$ cat src/rtl/irq_ctrl_pkg.sv
package irq_ctrl_pkg;
  localparam int DATA_W = 32;
  localparam int ADDR_W = 8;
  localparam int SRC_W  = 10;

  localparam int B_DONE    = 0;
  localparam int B_LEVEL   = 1;
  localparam int B_NOACK   = 2;
  localparam int B_TIMEOUT = 3;
  localparam int B_TREADY  = 4;
  localparam int B_RX_OVF  = 5;
  localparam int B_TX_OVF  = 6;
  localparam int B_RX_UNF  = 7;
  localparam int B_ARBLOST = 9;

  localparam logic [SRC_W-1:0] SRC_DEFINED =
    SRC_W'((1 << B_DONE) | (1 << B_LEVEL) | (1 << B_NOACK) | (1 << B_TIMEOUT) |
           (1 << B_TREADY) | (1 << B_RX_OVF) | (1 << B_TX_OVF) |
           (1 << B_RX_UNF) | (1 << B_ARBLOST));

  localparam logic [ADDR_W-1:0] OFS_STATUS  = 8'h10;
  localparam logic [ADDR_W-1:0] OFS_MASK    = 8'h20;
  localparam logic [ADDR_W-1:0] OFS_ENABLE  = 8'h24;
  localparam logic [ADDR_W-1:0] OFS_DISABLE = 8'h28;

  // Next value of one sticky bit: a new event beats a clearing write.
  function automatic logic sticky_next(input logic cur, input logic clr, input logic ev);
    return (cur & ~clr) | ev;
  endfunction

  // Next value of one mask bit from the two write-only views.
  function automatic logic mask_next(input logic cur, input logic unmask, input logic domask);
    return (cur & ~unmask) | domask;
  endfunction
endpackage

$ cat src/rtl/irq_reg_decode.sv
module irq_reg_decode
  import irq_ctrl_pkg::*;
(
  input  logic              wr_en,
  input  logic [ADDR_W-1:0] addr,
  input  logic [DATA_W-1:0] wdata,
  input  logic [SRC_W-1:0]  stat_q,
  input  logic [SRC_W-1:0]  mask_q,
  output logic [SRC_W-1:0]  clr_vec,
  output logic [SRC_W-1:0]  en_vec,
  output logic [SRC_W-1:0]  dis_vec,
  output logic [DATA_W-1:0] rdata
);
  localparam int PAD_W = DATA_W - SRC_W;

  logic hit_stat, hit_en, hit_dis;
  logic [SRC_W-1:0] wsrc;

  assign hit_stat = wr_en && (addr == OFS_STATUS);
  assign hit_en   = wr_en && (addr == OFS_ENABLE);
  assign hit_dis  = wr_en && (addr == OFS_DISABLE);
  assign wsrc     = wdata[SRC_W-1:0] & SRC_DEFINED;

  assign clr_vec = hit_stat ? wsrc : '0;
  assign en_vec  = hit_en   ? wsrc : '0;
  assign dis_vec = hit_dis  ? wsrc : '0;

  always_comb begin
    unique case (addr)
      OFS_STATUS: rdata = {{PAD_W{1'b0}}, stat_q & SRC_DEFINED};
      OFS_MASK:   rdata = {{PAD_W{1'b0}}, mask_q & SRC_DEFINED};
      default:    rdata = '0;
    endcase
  end
endmodule

$ cat src/rtl/irq_status_reg.sv
module irq_status_reg
  import irq_ctrl_pkg::*;
(
  input  logic             clk,
  input  logic             rst_n,
  input  logic [SRC_W-1:0] evt,
  input  logic [SRC_W-1:0] clr_vec,
  output logic [SRC_W-1:0] stat_q
);
  for (genvar i = 0; i < SRC_W; i++) begin : g_bit
    if (SRC_DEFINED[i]) begin : g_live
      always_ff @(posedge clk) begin
        if (!rst_n) stat_q[i] <= 1'b0;
        else        stat_q[i] <= sticky_next(stat_q[i], clr_vec[i], evt[i]);
      end
    end else begin : g_tie
      assign stat_q[i] = 1'b0;
    end
  end
endmodule

$ cat src/rtl/irq_mask_reg.sv
module irq_mask_reg
  import irq_ctrl_pkg::*;
(
  input  logic             clk,
  input  logic             rst_n,
  input  logic [SRC_W-1:0] en_vec,
  input  logic [SRC_W-1:0] dis_vec,
  output logic [SRC_W-1:0] mask_q
);
  for (genvar i = 0; i < SRC_W; i++) begin : g_bit
    if (SRC_DEFINED[i]) begin : g_live
      always_ff @(posedge clk) begin
        if (!rst_n) mask_q[i] <= 1'b1;
        else        mask_q[i] <= mask_next(mask_q[i], en_vec[i], dis_vec[i]);
      end
    end else begin : g_tie
      assign mask_q[i] = 1'b0;
    end
  end
endmodule

$ cat src/rtl/bus_irq_ctrl.sv
module bus_irq_ctrl
  import irq_ctrl_pkg::*;
(
  input  logic              clk,
  input  logic              rst_n,
  input  logic              wr_en,
  input  logic [7:0]        addr,
  input  logic [31:0]       wdata,
  output logic [31:0]       rdata,
  input  logic [9:0]        evt,
  output logic              irq
);
  logic [SRC_W-1:0] stat_q, mask_q;
  logic [SRC_W-1:0] clr_vec, en_vec, dis_vec;
  logic [SRC_W-1:0] live_src;

  irq_reg_decode u_dec (
    .wr_en(wr_en), .addr(addr), .wdata(wdata),
    .stat_q(stat_q), .mask_q(mask_q),
    .clr_vec(clr_vec), .en_vec(en_vec), .dis_vec(dis_vec),
    .rdata(rdata)
  );

  irq_status_reg u_stat (
    .clk(clk), .rst_n(rst_n), .evt(evt), .clr_vec(clr_vec), .stat_q(stat_q)
  );

  irq_mask_reg u_mask (
    .clk(clk), .rst_n(rst_n), .en_vec(en_vec), .dis_vec(dis_vec), .mask_q(mask_q)
  );

  assign live_src = stat_q & ~mask_q;
  assign irq      = |live_src;
endmodule

$ cat config.mk
export PLATFORM = sky130hd
export DESIGN_NAME = bus_irq_ctrl
export DESIGN_NICKNAME = d
export VERILOG_FILES = /design/src/rtl/irq_ctrl_pkg.sv /design/src/rtl/irq_reg_decode.sv /design/src/rtl/irq_status_reg.sv /design/src/rtl/irq_mask_reg.sv /design/src/rtl/bus_irq_ctrl.sv
export SDC_FILE = /design/constraint.sdc
export NUM_CORES = 1
export LEC_CHECK = 0
export ABC_AREA = 1
export ABC_CLOCK_PERIOD_IN_PS = 1300
export BUFFER_PORTS_ARGS = -buffer_cell sky130_fd_sc_hd__buf_2
export CORE_MARGIN = 2
export CORE_UTILIZATION = 48
export DETAILED_ROUTE_END_ITERATION = 16
export GPL_TIMING_DRIVEN = 0
export PLACE_DENSITY = 0.95
export SYNTH_ARGS = -nofsm -noshare
export SYNTH_HDL_FRONTEND = slang
export SYNTH_HIERARCHICAL = 1
export SYNTH_SLANG_ARGS = --single-unit
$ cat constraint.sdc
create_clock -name clk -period 1.3 [get_ports clk]
set_input_delay 0.13 -clock clk [delete_from_list [all_inputs] [get_ports clk]]
set_output_delay 0.13 -clock clk [all_outputs]
set_load 0.02 [all_outputs]
==> results.yml <==
timing:
  fmax_mhz: 775
  rsz0062_at_grt: "true"
  clock_skew_ns: 0
  fin_crit_sh_pct: 99.3
  fin_crit_ns: 1.29
  hold_viol_final: 0
  slew_violations: 0
  setup_tns_ns: 0
  setup_viol: 0
die:
  core_area_um2: 3030
  die_y_um: 60.3
  chipWidth_um: 60.3
  rows: 20
  ios: 86
  start_util_pct: 50.3
  die_area_um2: 3640
finish:
  area_delta_synth_final_pct: 27.5
  layout.cells.most_common_list: "nand2_1, inv_1, buf_2, buf_4, conb_1"
  utilization_pct: 64.2
  drive_gt1_share_pct: 40.9
  layout_commonest_cell: "nand2_1"
  finalNonFillerCells: 347
  antenna_cells: 0
  n_fill_cell: 276
  nets: 357
job:
  drv_cap: 0
hold_path:
  min_path_type: "in -> reg"
route:
  wl_um: 3700
  drt-vias-per-instance: 4.44
  vias: 1541
  dr.first_iter.drc_count: 67
  ant_nets: 0
  wl_per_cell_um: 10.6
  drc: 0
  drt-pass1-iter-count: 4
clocking:
  cts-buffers-inserted: 3
  h-tree-depth: 1
  clk_latency_ns: 0.29
  cts_root_buf: "clkbuf_4"
  ctsHoldBuffers: 0
  cts_buffer_depth: 2
  tritoncts: "done"
  clkTransAtPathRegs_ns: 0.11
  cts_sinks: 18
setup_path:
  cp_slowest_cell: "dfxtp_2"
  start_kind: "register"
  critPathCaptureType: "primary output"
  critPathTopFamily: "flip-flops"
  worst-path-max-fanout: 3
  slowest_delay_ns: 0.37
  cpMostUsedCell: "nand2_1"
  cp.arrival_ns: 1.16
  critPathKind: "reg -> out"
  path_buf_inv: 2
  worstPathRequired_ns: 1.17
  crit_path_cell_trace: "inv_2 -> nand2_1 -> nand2_1 -> nor2_2 -> nand3_2 -> buf_6"
pwr:
  p_total_mw: 1.26
  pwr-share-seq_pct: 46.6
  p_leak_nw: 1.16
  p_sw_share_pct: 31.3
  ir_drop_mv: 0.437
  clock_power_share_pct: 28.3
  p_int_mw: 0.866
  switching_power_mw: 0.395
  p_comb_share_pct: 25.1
  power_density_nw_per_um2: 649
placed_design:
  dp_hpwl_um: 2580
  dp.cells: 340
  place_congestion: 0.810
  io_buffers: 38
global_routing:
  antenna_found_initial: 0
  grt_pass1_vias: 1380
  track_usage_pct: 19.6
  grt_pass1_wl_um: 5410
  grt.overflow.total: 0
  grt_max_degree: 11
outcome:
  status: "complete, no violations"
yosys:
  syn_area_um2: 1520
  synth_cells: 236
  syn_avg_cell_area_um2: 6.46
  yosysWarnings: 6
==> power groups by stage <==
stage | clock (mW) | combinational, mW | sequential (mW)
after floorplan | 0 | 0.229 | 0.596
after global placement | 0 | 0.298 | 0.598
after detailed placement | 0 | 0.304 | 0.599
after CTS | 0.364 | 0.306 | 0.587
after global routing | 0.388 | 0.343 | 0.590
final | 0.357 | 0.317 | 0.587
==> sequential cells by signal (all words and copies together) (netlist names) <==
name / flops
u_stat/stat_q: 9
u_mask/mask_q: 9
==> metrics by stage <==
| step | setup slack [ns] | hold WS, ns | cell area, um2 |
|---|---|---|---|
| floorplan | 0.373 | 0.264 | 1610 |
| global placement | 0.0695 | 0.371 | 1850 |
| detailed placement | 0.0362 | 0.372 | 1850 |
| CTS | -0.0115 | 0.0365 | 1900 |
| global route | -0.0647 | 0.0545 | 1940 |
| finish | 0.00890 | 0.0517 | 1940 |
==> path summary, 6_finish.rpt <==
kind                                                  start                           to  slack [ns]  cells after the start
worst max-delay path            u_mask/mask_q[7]$_SDFF_PN1_                          irq       0.009                      6
worst min-delay path                                 evt[6]  u_stat/stat_q[6]$_SDFF_PN0_        0.05                      3
worst max register to register  u_mask/mask_q[2]$_SDFF_PN1_  u_mask/mask_q[2]$_SDFF_PN1_        0.60                      3
worst min register to register  u_mask/mask_q[1]$_SDFF_PN1_  u_mask/mask_q[1]$_SDFF_PN1_        0.47                      2
==> what timing repair did <==
item | in CTS | in global routing
buffers inserted | 0 | 3
endpoints found under the setup margin | 2 | 2
resized for setup | 8 | 8
pin swaps | 0 | 5
==> worst register-to-register path: stages (launching register included) <==
cell and delay [ns]:
dfxtp_2 0.33, buf_4 0.13, nand2_1 0.08, nand2_1 0.06
==> routing by layer <==
layer  vias to the layer above  track usage [%]  wire length [um]
met3                        10             2.99               298
met5                         -                0                 0
met1                       665             19.0              1440
met2                        77             39.3              1900
li1                        789                -                 -
met4                         0             9.84                57
==> final cells by class <==
cell class                 count  area, um2  area share, %
multi-input combinational    156        837           43.1
sequential                    18        372           19.1
timing repair buffer          41        219           11.3
inverter                      57        214           11.0
buffer                        27        210           10.8
tap                           44       55.1           2.83
clock buffer                   4       36.3           1.87
Note: power is estimated with default switching activity, not from simulation.
